<file path="config.mk">
export PLATFORM = sky130hd
export DESIGN_NAME = irq_src_resolver
export DESIGN_NICKNAME = d
export VERILOG_FILES = /design/src/rtl/irq_resolve_pkg.sv /design/src/rtl/lowest_set.sv /design/src/rtl/shortcut_pick.sv /design/src/rtl/bank_scan.sv /design/src/rtl/irq_src_resolver.sv
export SDC_FILE = /design/constraint.sdc
export NUM_CORES = 1
export LEC_CHECK = 0
export BUFFER_PORTS_ARGS = -buffer_cell sky130_fd_sc_hd__buf_2
export CAP_MARGIN = 40
export CORE_MARGIN = 2
export CORE_UTILIZATION = 26
export CTS_CLUSTER_SIZE = 30
export DETAILED_ROUTE_END_ITERATION = 8
export PLACE_DENSITY = 0.56
export RECOVER_POWER = 25
export SYNTH_ARGS = -nofsm -noshare
export SYNTH_HDL_FRONTEND = slang
export SYNTH_SLANG_ARGS = --single-unit
export TNS_END_PERCENT = 50
</file>
<file path="constraint.sdc">
create_clock -name clk -period 2.5 [get_ports clk]
set_input_delay 0.375 -clock clk [delete_from_list [all_inputs] [get_ports clk]]
set_output_delay 0.375 -clock clk [all_outputs]
set_load 0.05 [all_outputs]
</file>
<file path="src/rtl/irq_resolve_pkg.sv">
package irq_resolve_pkg;
    localparam int SUM_W     = 21;
    localparam int BANK_W    = 32;
    localparam int IDX_W     = 7;
    localparam int DIRECT_N  = 8;
    localparam int B1_BASE   = DIRECT_N;
    localparam int B2_BASE   = DIRECT_N + BANK_W;
    localparam int B1_FLAG   = 8;
    localparam int B2_FLAG   = 9;
    localparam int SC1_N     = 5;
    localparam int SC2_N     = 6;
    localparam int SC1_FIRST = 10;
    localparam int SC2_FIRST = SC1_FIRST + SC1_N;
    localparam int POS_W     = $clog2(BANK_W);

    typedef struct packed {
        logic             valid;
        logic [IDX_W-1:0] idx;
    } pick_t;

    typedef enum logic [2:0] {
        K_NONE, K_DIRECT, K_SC1, K_SC2, K_SCAN1, K_SCAN2
    } pick_kind_e;

    // bank bit that shortcut k of a bank stands for, in service order
    function automatic int sc_bit(input int bank, input int k);
        int r;
        r = 0;
        if (bank == 1) begin
            case (k)
                0: r = 7;  1: r = 9;  2: r = 10;
                3: r = 18; 4: r = 19; default: r = 0;
            endcase
        end else begin
            case (k)
                0: r = 21; 1: r = 22; 2: r = 23;
                3: r = 24; 4: r = 25; 5: r = 30; default: r = 0;
            endcase
        end
        return r;
    endfunction

    function automatic logic [BANK_W-1:0] sc_mask(input int bank);
        logic [BANK_W-1:0] m;
        int n;
        m = '0;
        n = (bank == 1) ? SC1_N : SC2_N;
        for (int k = 0; k < n; k++) m[sc_bit(bank, k)] = 1'b1;
        return m;
    endfunction
endpackage

</file>
<file path="src/rtl/lowest_set.sv">
module lowest_set #(
    parameter int W     = 32,
    localparam int PW   = (W > 1) ? $clog2(W) : 1
) (
    input  logic [W-1:0]  vec,
    output logic          found,
    output logic [PW-1:0] pos
);
    always_comb begin
        found = |vec;
        pos   = '0;
        for (int i = W - 1; i >= 0; i--) begin
            if (vec[i]) pos = PW'(i);
        end
    end
endmodule

</file>
<file path="src/rtl/shortcut_pick.sv">
module shortcut_pick
    import irq_resolve_pkg::*;
#(
    parameter int BANK = 1,
    parameter int N    = 5,
    parameter int BASE = 8
) (
    input  logic [N-1:0] flags,
    output pick_t        pick
);
    always_comb begin
        pick = '0;
        for (int k = N - 1; k >= 0; k--) begin
            if (flags[k]) begin
                pick.valid = 1'b1;
                pick.idx   = IDX_W'(BASE + sc_bit(BANK, k));
            end
        end
    end
endmodule

</file>
<file path="src/rtl/bank_scan.sv">
module bank_scan
    import irq_resolve_pkg::*;
#(
    parameter int BANK = 1,
    parameter int BASE = 8
) (
    input  logic              en,
    input  logic [BANK_W-1:0] word,
    output pick_t             pick
);
    localparam logic [BANK_W-1:0] SKIP = sc_mask(BANK);

    logic [BANK_W-1:0] kept;
    logic              hit;
    logic [POS_W-1:0]  pos;

    assign kept = word & ~SKIP;

    lowest_set #(.W(BANK_W)) u_low (.vec(kept), .found(hit), .pos(pos));

    always_comb begin
        pick       = '0;
        pick.valid = en & hit;
        if (pick.valid) pick.idx = IDX_W'(BASE) + IDX_W'(pos);
    end
endmodule

</file>
<file path="src/rtl/irq_src_resolver.sv">
module irq_src_resolver
    import irq_resolve_pkg::*;
#(
    parameter bit REG_OUT = 1'b1
) (
    input  logic              clk,
    input  logic              rst,
    input  logic [SUM_W-1:0]  sum_pend,
    input  logic [BANK_W-1:0] bank1_pend,
    input  logic [BANK_W-1:0] bank2_pend,
    output logic              src_valid,
    output logic [IDX_W-1:0]  src_idx
);
    localparam int DPW = $clog2(DIRECT_N);

    logic           dir_hit;
    logic [DPW-1:0] dir_pos;
    pick_t          p_sc1, p_sc2, p_scan1, p_scan2;
    pick_t          decided;
    pick_kind_e     kind;

    lowest_set #(.W(DIRECT_N)) u_direct (
        .vec(sum_pend[DIRECT_N-1:0]), .found(dir_hit), .pos(dir_pos));

    shortcut_pick #(.BANK(1), .N(SC1_N), .BASE(B1_BASE)) u_sc1 (
        .flags(sum_pend[SC1_FIRST +: SC1_N]), .pick(p_sc1));

    shortcut_pick #(.BANK(2), .N(SC2_N), .BASE(B2_BASE)) u_sc2 (
        .flags(sum_pend[SC2_FIRST +: SC2_N]), .pick(p_sc2));

    bank_scan #(.BANK(1), .BASE(B1_BASE)) u_scan1 (
        .en(sum_pend[B1_FLAG]), .word(bank1_pend), .pick(p_scan1));

    bank_scan #(.BANK(2), .BASE(B2_BASE)) u_scan2 (
        .en(sum_pend[B2_FLAG]), .word(bank2_pend), .pick(p_scan2));

    always_comb begin
        if (dir_hit)             kind = K_DIRECT;
        else if (p_sc1.valid)    kind = K_SC1;
        else if (p_sc2.valid)    kind = K_SC2;
        else if (p_scan1.valid)  kind = K_SCAN1;
        else if (p_scan2.valid)  kind = K_SCAN2;
        else                     kind = K_NONE;
    end

    always_comb begin
        decided = '0;
        unique case (kind)
            K_DIRECT: begin
                decided.valid = 1'b1;
                decided.idx   = IDX_W'(dir_pos);
            end
            K_SC1:   decided = p_sc1;
            K_SC2:   decided = p_sc2;
            K_SCAN1: decided = p_scan1;
            K_SCAN2: decided = p_scan2;
            default: decided = '0;
        endcase
    end

    generate
        if (REG_OUT) begin : g_reg
            pick_t held;
            always_ff @(posedge clk) begin
                if (rst) held <= '0;
                else     held <= decided;
            end
            assign src_valid = held.valid;
            assign src_idx   = held.idx;

            // output follows the previous cycle's decision
            a_r9_latency: assert property (@(posedge clk) disable iff (rst)
                1'b1 |=> (src_valid == $past(decided.valid)) && (src_idx == $past(decided.idx)));
        end else begin : g_comb
            assign src_valid = decided.valid;
            assign src_idx   = decided.idx;
        end
    endgenerate

    // empty summary never yields a source
    a_r1_empty: assert property (@(posedge clk) disable iff (rst)
        (sum_pend == '0) |-> !decided.valid);

    // a direct source yields a number below 8
    a_r2_direct: assert property (@(posedge clk) disable iff (rst)
        (|sum_pend[DIRECT_N-1:0]) |-> (decided.valid && decided.idx < IDX_W'(DIRECT_N)));

    // a bank-one shortcut, with no direct source, lands in bank one
    a_r3_sc1_range: assert property (@(posedge clk) disable iff (rst)
        ((sum_pend[DIRECT_N-1:0] == '0) && (|sum_pend[SC1_FIRST +: SC1_N]))
        |-> (decided.idx >= IDX_W'(B1_BASE) && decided.idx < IDX_W'(B2_BASE)));

    // a bank-one scan result never points at a shortcut position
    a_r5_scan_skip: assert property (@(posedge clk) disable iff (rst)
        p_scan1.valid |-> !sc_mask(1)[p_scan1.idx - IDX_W'(B1_BASE)]);

    // bank scans stay silent while their flags are clear
    a_r8_flag_gate: assert property (@(posedge clk) disable iff (rst)
        (!sum_pend[B1_FLAG] && !sum_pend[B2_FLAG]) |-> (!p_scan1.valid && !p_scan2.valid));

    // index is zero when nothing qualifies
    a_r10_idle_zero: assert property (@(posedge clk) disable iff (rst)
        !src_valid |-> (src_idx == '0));
endmodule

</file>
==> flow_metrics.env, run 1 <==
export IMPL_status="finished clean"
export IMPL_overflow=0
export IMPL_synthDistinctLibCells=40
export IMPL_insertedDiodeCount=0
export IMPL_cts_setup_buffers=0
export IMPL_syn_to_final_growth_pct=47.14
export IMPL_cp_data_required_time_ns=2.65
export IMPL_syn_inst=189
export IMPL_synth_ff_type="dfxtp_1"
export IMPL_maxCapViolCount=0
export IMPL_ys_warn_count=0
export IMPL_p_comb_share_pct=40.1
export IMPL_hpwl_um=3527
export IMPL_grt_pass1_wl_um=6396
export IMPL_drt_initial_drc_count=66
export IMPL_p_int_w=0.0003185
export IMPL_leakage_nw=0.8009
export IMPL_synth_fp_nets=278
export IMPL_grt_use_total_pct=14.55
export IMPL_hold_violations=0
export IMPL_ys_seq_area_share_pct=12.86
export IMPL_synth_xor_area_share_pct=0
export IMPL_critical_path_class="in -> reg"
export IMPL_place_inst=335
export IMPL_ant_nets=0
export IMPL_cp_start_kind="primary input"
export IMPL_power_density_nw_per_um2=256.3
export IMPL_routed_via_density=5.216
export IMPL_synth_area_per_cell_um2=6.587
export IMPL_drtPass1Iterations=4
export IMPL_htreeDepth=1
export IMPL_grt_max_degree=9
export IMPL_ioPinCount=95
export IMPL_drc_errors=0
export IMPL_nFillCells=505
export IMPL_numCtsBuffers=3
export IMPL_pwr_share_clk_pct=31.9
export IMPL_hp_start="bank2_pend[0]"
export IMPL_num_rows=25
export IMPL_gp_congestion=0.8372
export IMPL_switching_share_pct=32.15
export IMPL_hold_class="in -> reg"
export IMPL_peakVddDrop_mv=0.1611
export IMPL_die_w_um=73.20
export IMPL_setup_viol=0
export IMPL_cts_buffer_depth=2
export IMPL_setup_slack_ns=0.2455
export IMPL_fin_crit_sh_pct=90.18
export IMPL_fin_cells=338
export IMPL_synth_compound_area_share_pct=35.38
export IMPL_ctsHoldBuffers=0
export IMPL_finish_net_count=375
export IMPL_clk_pin_slew_worst_paths_ns=0.04
export IMPL_max_freq_ghz=0.4436
export IMPL_drive_above_1_share_pct=35.56
export IMPL_synth_seq_cells=8
export IMPL_ys_top_cells_by_count="34 x nor2_1, 16 x nor3_1, 15 x a21oi_1, 13 x inv_1, 12 x nor4_1"
export IMPL_hold_end="src_idx[1]"
export IMPL_wl_per_cell_um=11.72
export IMPL_synth_top_family_by_area="simple AND/OR/NAND/NOR gates"
export IMPL_port_buffers=83
export IMPL_clock_sinks=8
export IMPL_worst_slew_pin_slew_ns=0.6049
export IMPL_die_h_um=73.20
export IMPL_slew_viol_final=0
export IMPL_core_um2=4661
export IMPL_fin_util_pct=39.30
export IMPL_cts_tree="done"
export IMPL_worst_path_max_fanout=5
export IMPL_synth_async_reset_ratio_pct=0
export IMPL_ctsResizeCount=0
export IMPL_seqPwrFrac_pct=28.0
export IMPL_synth_fa_ha_area_share_pct=2.010
export IMPL_drt_wl_total_um=3963
export IMPL_fin_worst_hold_slack_ns=0.4731
export IMPL_vias=1763
export IMPL_synth_area_mux_share_pct=0
export IMPL_endpoint_kind="flip-flop"
export IMPL_synth_most_common_cell="nor2_1"
export IMPL_tns_ns=0
export IMPL_synth_edf_count=0
export IMPL_synth_top_cell_area_share_pct=12.86
export IMPL_grt_pass1_vias=1615
export IMPL_antenna_found_initial=0
export IMPL_rsz0062_at_grt="false"
export IMPL_min_delay_path_depth=3
export IMPL_crit_arrival_ns=2.41
export IMPL_synth_area_top_cells="dfxtp_1 13%, nor2_1 10%, nor3_1 6.4%"
export IMPL_netlist_area_um2=1245
export IMPL_pre_cts_slack_ns=0.02129
export IMPL_yosys_area_share_simple_pct=45.83
export IMPL_p_sw_w=0.0001510
export IMPL_yosysTopAreaCell="dfxtp_1"
export IMPL_slew_headroom_pct=59.85
export IMPL_min_period_ns=2.254
export IMPL_clock_root_buffer="clkbuf_8"
export IMPL_start_util_pct=26.71
export IMPL_dieArea_um2=5358
[worst max path at each step]
stage / from / end / depth (start not counted)
final: sum_pend[1] / src_idx[1] / 7
after global routing: sum_pend[1] / src_idx[1] / 7
after CTS: sum_pend[1] / src_idx[1] / 7
after detailed placement: sum_pend[1] / src_idx[1] / 7
after global placement: sum_pend[1] / src_idx[1] / 7
after floorplan: sum_pend[1] / src_idx[1] / 6
[cell type report]
class | instances | area [µm²] | area share (%)
clock buffer | 3 | 41.29 | 2.254
inverter | 13 | 48.80 | 2.664
multi-input combinational | 168 | 1036 | 56.56
sequential | 8 | 160.2 | 8.743
tap | 54 | 67.56 | 3.689
timing repair buffer | 92 | 478.0 | 26.09
[sequential cells by signal, summed over array words and instances (netlist names)]
name       flops
src_idx        7
src_valid      1
[power by group through the flow]
stage / Combinational [W] / Sequential, W / Clock, W
6_report: 0.000188 / 0.000131 / 0.000150
3_5_place_dp: 0.000189 / 0.000133 / 0
4_1_cts: 0.000190 / 0.000131 / 0.000156
2_1_floorplan: 0.0000641 / 0.000143 / 0
5_1_grt: 0.000212 / 0.000132 / 0.000164
3_3_place_gp: 0.000188 / 0.000134 / 0
[worst max-delay path, stage by stage]
cell and delay (ns):
buf_2 0.11, or4_4 0.56, nor4_4 0.41, nand2_2 0.14
nor3b_4 0.21, or4b_1 0.46, a21oi_1 0.14
[routing by layer]
metal,GRT usage [%],up-vias,part of all wire [%]
met5,0,-,0
met4,3.086,0,0.48
met3,2.624,2,6.7
met2,26.13,63,49
met1,17.93,765,44
li1,-,933,-
[logic make-up after synthesis]
| kind of cell | Yosys count |
|---|---|
| AO/OA/AOI/OAI | 64 |
| adder cells (fa/ha/maj) | 2 |
| buffers and inverters | 13 |
| flip-flops | 8 |
| AND/OR/NAND/NOR | 102 |
[layout by cell type, fill, tap and decap left out, types with 2 or more instances in the layout]
master and n:
buf_2 79, nor2_1 34, nor3_1 16, a21oi_1 15, inv_1 13, nor4_1 12, buf_4 9, dfxtp_1 8
nand2_1 7, nor2b_1 7, o21ai_0 7, a31oi_1 6, o21bai_1 6, nand3_1 5, o31ai_1 5, nand2b_1 4
clkbuf_1 4, nand4_1 3, or4_1 3, a211oi_1 3, o2111ai_1 3, o311ai_0 3, clkbuf_8 3, or3_1 2
nor4_4 2, or4_4 2, o22ai_1 2, o211ai_1 2, a2111oi_0 2, a221oi_1 2, ha_1 2
[stage by stage]
stage | total power [W] | cell area [µm²]
after floorplan | 0.0002073 | 1245
after global placement | 0.0003217 | 1795
after detailed placement | 0.0003225 | 1795
after CTS | 0.0004771 | 1837
after global routing | 0.0005067 | 1832
final | 0.0004695 | 1832
Note: power is estimated with default switching activity, not from simulation.
==> inputs of run 2 (changes only) <==
CELL_PAD_IN_SITES_DETAIL_PLACEMENT = 1   (was not set)
CELL_PAD_IN_SITES_GLOBAL_PLACEMENT = 1   (was not set)
PLACE_DENSITY = 0.82   (was 0.56)
SKIP_CTS_REPAIR_TIMING = 1   (was not set)
==> run 2 against run 1 <==
Compared with the run above:
- worst setup slack better by 0.035 ns
- die area unchanged
- sequential cell count did not move
- via count increased by 5.6%
- fmax grew 1.6%
- largest cell class unchanged
==> flow_metrics.env, run 2 (synthesis results as in run 1) <==
export IMPL_grt_pass1_vias=1908
export IMPL_p_comb_share_pct=40.5
export IMPL_multiInputGateArea_um2=1036
export IMPL_cts_tree="done"
export IMPL_hold_end="src_idx[1]"
export IMPL_crit_arrival_ns=2.38
export IMPL_clock_sinks=8
export IMPL_seqPwrFrac_pct=27.3
export IMPL_layout_common_cells="79 x buf_2, 34 x nor2_1, 16 x nor3_1, 15 x a21oi_1, 14 x buf_4"
export IMPL_rsz0062_at_grt="false"
export IMPL_cp_data_required_time_ns=2.66
export IMPL_core_um2=4661
export IMPL_hp_start="bank2_pend[0]"
export IMPL_worst_slew_pin_slew_ns=0.6408
export IMPL_cpPeakStageDelay_ns=0.56
export IMPL_num_rows=25
export IMPL_status="finished clean"
export IMPL_drtPass1Iterations=4
export IMPL_cp_start_kind="primary input"
export IMPL_p_sw_w=0.0001601
export IMPL_syn_to_final_growth_pct=50.15
export IMPL_slew_headroom_pct=57.46
export IMPL_maxCapViolCount=0
export IMPL_start_util_pct=26.71
export IMPL_worst_path_max_delay_cell="or4_4"
export IMPL_die_w_um=73.20
export IMPL_grt_pass1_wl_um=7617
export IMPL_routed_via_density=5.429
export IMPL_overflow=0
export IMPL_insertedDiodeCount=0
export IMPL_port_buffers=83
export IMPL_grt_use_total_pct=17.51
export IMPL_switching_share_pct=33.25
export IMPL_tns_ns=0
export IMPL_drt_wl_total_um=4599
export IMPL_ant_nets=0
export IMPL_endpoint_kind="flip-flop"
export IMPL_worst_path_max_fanout=4
export IMPL_wl_per_cell_um=13.41
export IMPL_setup_viol=0
export IMPL_p_int_w=0.0003214
export IMPL_seq_area_um2=160.2
export IMPL_hpwl_um=4140
export IMPL_finish_net_count=380
export IMPL_htreeDepth=1
export IMPL_gp_congestion=0.8114
export IMPL_grt_max_degree=9
export IMPL_power_density_nw_per_um2=257.6
export IMPL_p_total_w=0.0004815
export IMPL_max_freq_ghz=0.4506
export IMPL_drc_errors=0
export IMPL_leakage_nw=0.8276
export IMPL_fin_crit_sh_pct=88.78
export IMPL_numCtsBuffers=3
export IMPL_min_period_ns=2.219
export IMPL_pwr_share_clk_pct=32.2
export IMPL_ioPinCount=95
export IMPL_min_delay_path_depth=3
export IMPL_hold_class="in -> reg"
export IMPL_die_h_um=73.20
export IMPL_largest_reg_flops=7
export IMPL_critical_path_class="in -> reg"
export IMPL_drt_initial_drc_count=26
export IMPL_nFillCells=643
export IMPL_antenna_found_initial=0
export IMPL_drive_above_1_share_pct=36.68
export IMPL_worstPathCellList="buf_2 -> or4_4 -> nor4_4 -> nand2_2 -> nor3b_4 -> or4b_1 -> a21oi_1"
export IMPL_clock_root_buffer="clkbuf_8"
export IMPL_layout_commonest_cell="buf_2"
export IMPL_dieArea_um2=5358
export IMPL_hold_violations=0
export IMPL_cp_startpoint="sum_pend[1]"
export IMPL_vias=1862
export IMPL_clk_pin_slew_worst_paths_ns=0.04
export IMPL_slew_viol_final=0
export IMPL_peakVddDrop_mv=0.1115
export IMPL_cts_buffer_depth=2
==> run 2: cell count changes in the layout (fill, tap and decap cells not counted) <==
cell,delta
buf_4,+5
==> run 2: worst max-delay path, delay by kind of cell <==
family | cells | cell delay (ns)
and+or+nand+nor | 5 | 1.75
AOI/OAI and AO/OA | 1 | 0.15
buffers and inverters | 1 | 0.11
==> run 2: power by group through the flow <==
| stage | clock network, W | logic (W) | registers (W) |
|---|---|---|---|
| 5_1_grt | 0.000162 | 0.000218 | 0.000132 |
| 2_1_floorplan | 0 | 0.0000641 | 0.000143 |
| 3_3_place_gp | 0 | 0.000190 | 0.000134 |
| 6_report | 0.000155 | 0.000195 | 0.000132 |
| 4_1_cts | 0.000161 | 0.000197 | 0.000131 |
| 3_5_place_dp | 0 | 0.000196 | 0.000134 |
==> run 2: through the flow <==
step | setup slack [ns] | utilization [%] | std cells | hold slack [ns] | cell area (µm²)
after floorplan | 0.2127 | - | 189 | 0.5595 | 1245
after global placement | 0.04558 | 39.33 | 340 | 0.6940 | 1833
after detailed placement | 0.01938 | 39.33 | 340 | 0.7119 | 1833
after CTS | 0.2506 | 40.21 | 343 | 0.4687 | 1874
after global routing | 0.09494 | 40.11 | 343 | 0.4935 | 1869
final | 0.2806 | 40.11 | 343 | 0.4631 | 1869
==> run 2: cell type report <==
cell class / count / share of cell area, %
well taps: 54 / 3.614
clock buffers: 3 / 2.209
repair buffers: 97 / 27.58
flip-flops and latches: 8 / 8.568
multi-input cells: 168 / 55.42
inverters: 13 / 2.610
==> run 2: worst max-delay path by stage <==
stage | end | slack (ns) | depth (start not counted)
6_report | src_idx[1] | 0.28 | 7
5_1_grt | src_idx[4] | 0.09 | 9
4_1_cts | src_idx[1] | 0.25 | 7
3_5_place_dp | src_idx[1] | 0.02 | 7
3_3_place_gp | src_idx[0] | 0.05 | 8
2_1_floorplan | src_idx[1] | 0.21 | 6
==> run 2: layer usage <==
layer | wire length, µm | up-vias | GRT usage [%]
li1 | - | 938 | -
met1 | 1876 | 852 | 19.67
met2 | 2257 | 67 | 33.33
met3 | 397 | 5 | 2.072
met4 | 67 | 0 | 6.173
met5 | 0 | - | 0
==> inputs of run 3 (changes only) <==
ABC_CLOCK_PERIOD_IN_PS = 2500   (was not set)
CTS_CLUSTER_DIAMETER = 60   (was not set)
PLACE_DENSITY = not set   (was 0.82)
PLACE_DENSITY_LB_ADDON = 0.1   (was not set)
==> run 3 against run 2 <==
Compared with the run above:
- sequential cell count unchanged
- final cell count decreased by 0.58%
- die area unchanged
- combinational power about the same
- worst hold slack improved by 0.0089 ns
==> flow_metrics.env, run 3 (synthesis results as in run 1) <==
export IMPL_grt_pass1_vias=1783
export IMPL_num_rows=25
export IMPL_routed_via_density=5.282
export IMPL_ioPinCount=95
export IMPL_grt_use_total_pct=17.16
export IMPL_clk_pin_slew_worst_paths_ns=0.04
export IMPL_layout_common_cells="79 x buf_2, 34 x nor2_1, 16 x nor3_1, 15 x a21oi_1, 13 x inv_1"
export IMPL_drt_wl_total_um=4466
export IMPL_cts_tree="done"
export IMPL_hpwl_um=4024
export IMPL_endpoint_kind="flip-flop"
export IMPL_rsz0062_at_grt="false"
export IMPL_wl_per_cell_um=13.10
export IMPL_drtPass1Iterations=4
export IMPL_grt_pass1_wl_um=7493
export IMPL_insertedDiodeCount=0
export IMPL_layout_commonest_cell="buf_2"
export IMPL_status="finished clean"
export IMPL_finish_net_count=378
export IMPL_clock_sinks=8
export IMPL_fin_worst_hold_slack_ns=0.4719
export IMPL_maxCapViolCount=0
export IMPL_syn_to_final_growth_pct=48.94
export IMPL_port_buffers=83
export IMPL_fin_crit_sh_pct=90.42
export IMPL_clock_root_buffer="clkbuf_8"
export IMPL_cp_start_kind="primary input"
export IMPL_gp_congestion=0.7563
export IMPL_critical_path_class="in -> reg"
export IMPL_die_w_um=73.20
export IMPL_worst_slew_pin_slew_ns=0.5935
export IMPL_antenna_found_initial=0
export IMPL_htreeDepth=1
export IMPL_vias=1801
export IMPL_cts_buffer_depth=2
export IMPL_drc_errors=0
export IMPL_slew_headroom_pct=60.60
export IMPL_nFillCells=637
export IMPL_hold_class="in -> reg"
export IMPL_worst_path_max_fanout=5
export IMPL_slew_viol_final=0
export IMPL_die_h_um=73.20
export IMPL_overflow=0
export IMPL_min_period_ns=2.261
export IMPL_hold_violations=0
export IMPL_grt_max_degree=9
export IMPL_start_util_pct=26.71
export IMPL_peakVddDrop_mv=0.1026
export IMPL_max_freq_ghz=0.4424
export IMPL_placed_area_um2=1818
export IMPL_core_um2=4661
export IMPL_drive_above_1_share_pct=36.24
export IMPL_post_route_cell_area_um2=1854
export IMPL_largest_reg_flops=7
export IMPL_ant_nets=0
export IMPL_power_density_nw_per_um2=255.8
export IMPL_setup_viol=0
export IMPL_leakage_nw=0.8169
export IMPL_dieArea_um2=5358
export IMPL_numCtsBuffers=3
export IMPL_crit_arrival_ns=2.41
export IMPL_cp_data_required_time_ns=2.65
export IMPL_drt_initial_drc_count=32
## run 3: critical path, stage by stage
cell      delay (ns)
buf_2           0.11
or4_4           0.55
nor4_4          0.37
or2b_1          0.28
o311ai_0        0.45
a31oi_1         0.10
a21oi_1         0.16
## run 3: layout make-up
class / instances / area (µm²) / share of cell area [%]
Multi-Input combinational cell: 168 / 1036 / 55.87
Sequential cell: 8 / 160.2 / 8.637
Clock buffer: 3 / 41.29 / 2.227
Timing Repair Buffer: 95 / 500.5 / 26.99
Inverter: 13 / 48.80 / 2.632
Tap cell: 54 / 67.56 / 3.644
## run 3: final timing paths
path	from	to	slack, ns	cells past startpoint
max	sum_pend[1]	src_idx[1]	0.24	7
min	bank2_pend[0]	src_idx[1]	0.47	3
## run 3: routing by layer
layer	vias up	global-route usage, %	share of wire (%)
met5	-	0	0
met4	0	3.704	0
met3	0	0.9669	4.1
met2	47	28.73	49
met1	816	24.11	47
li1	938	-	-
## run 3: stage by stage
step                power [W]  utilization [%]  setup slack [ns]   TNS, ns  std cells
global route        0.0005113            39.79           0.09343         0        341
global placement    0.0003255            39.01          0.003682         0        338
finish              0.0004743            39.79            0.2395         0        341
CTS                 0.0004845            39.89            0.2088         0        341
floorplan           0.0002073                -            0.2127         0        189
detailed placement  0.0003277            39.01          -0.01935  -0.01935        338
## run 3: where the power goes
| group | switching (W) | internal [W] |
|---|---|---|
| clock network | 0.0000462 | 0.000104 |
| logic | 0.000108 | 0.0000849 |
| registers | 0.000000491 | 0.000131 |
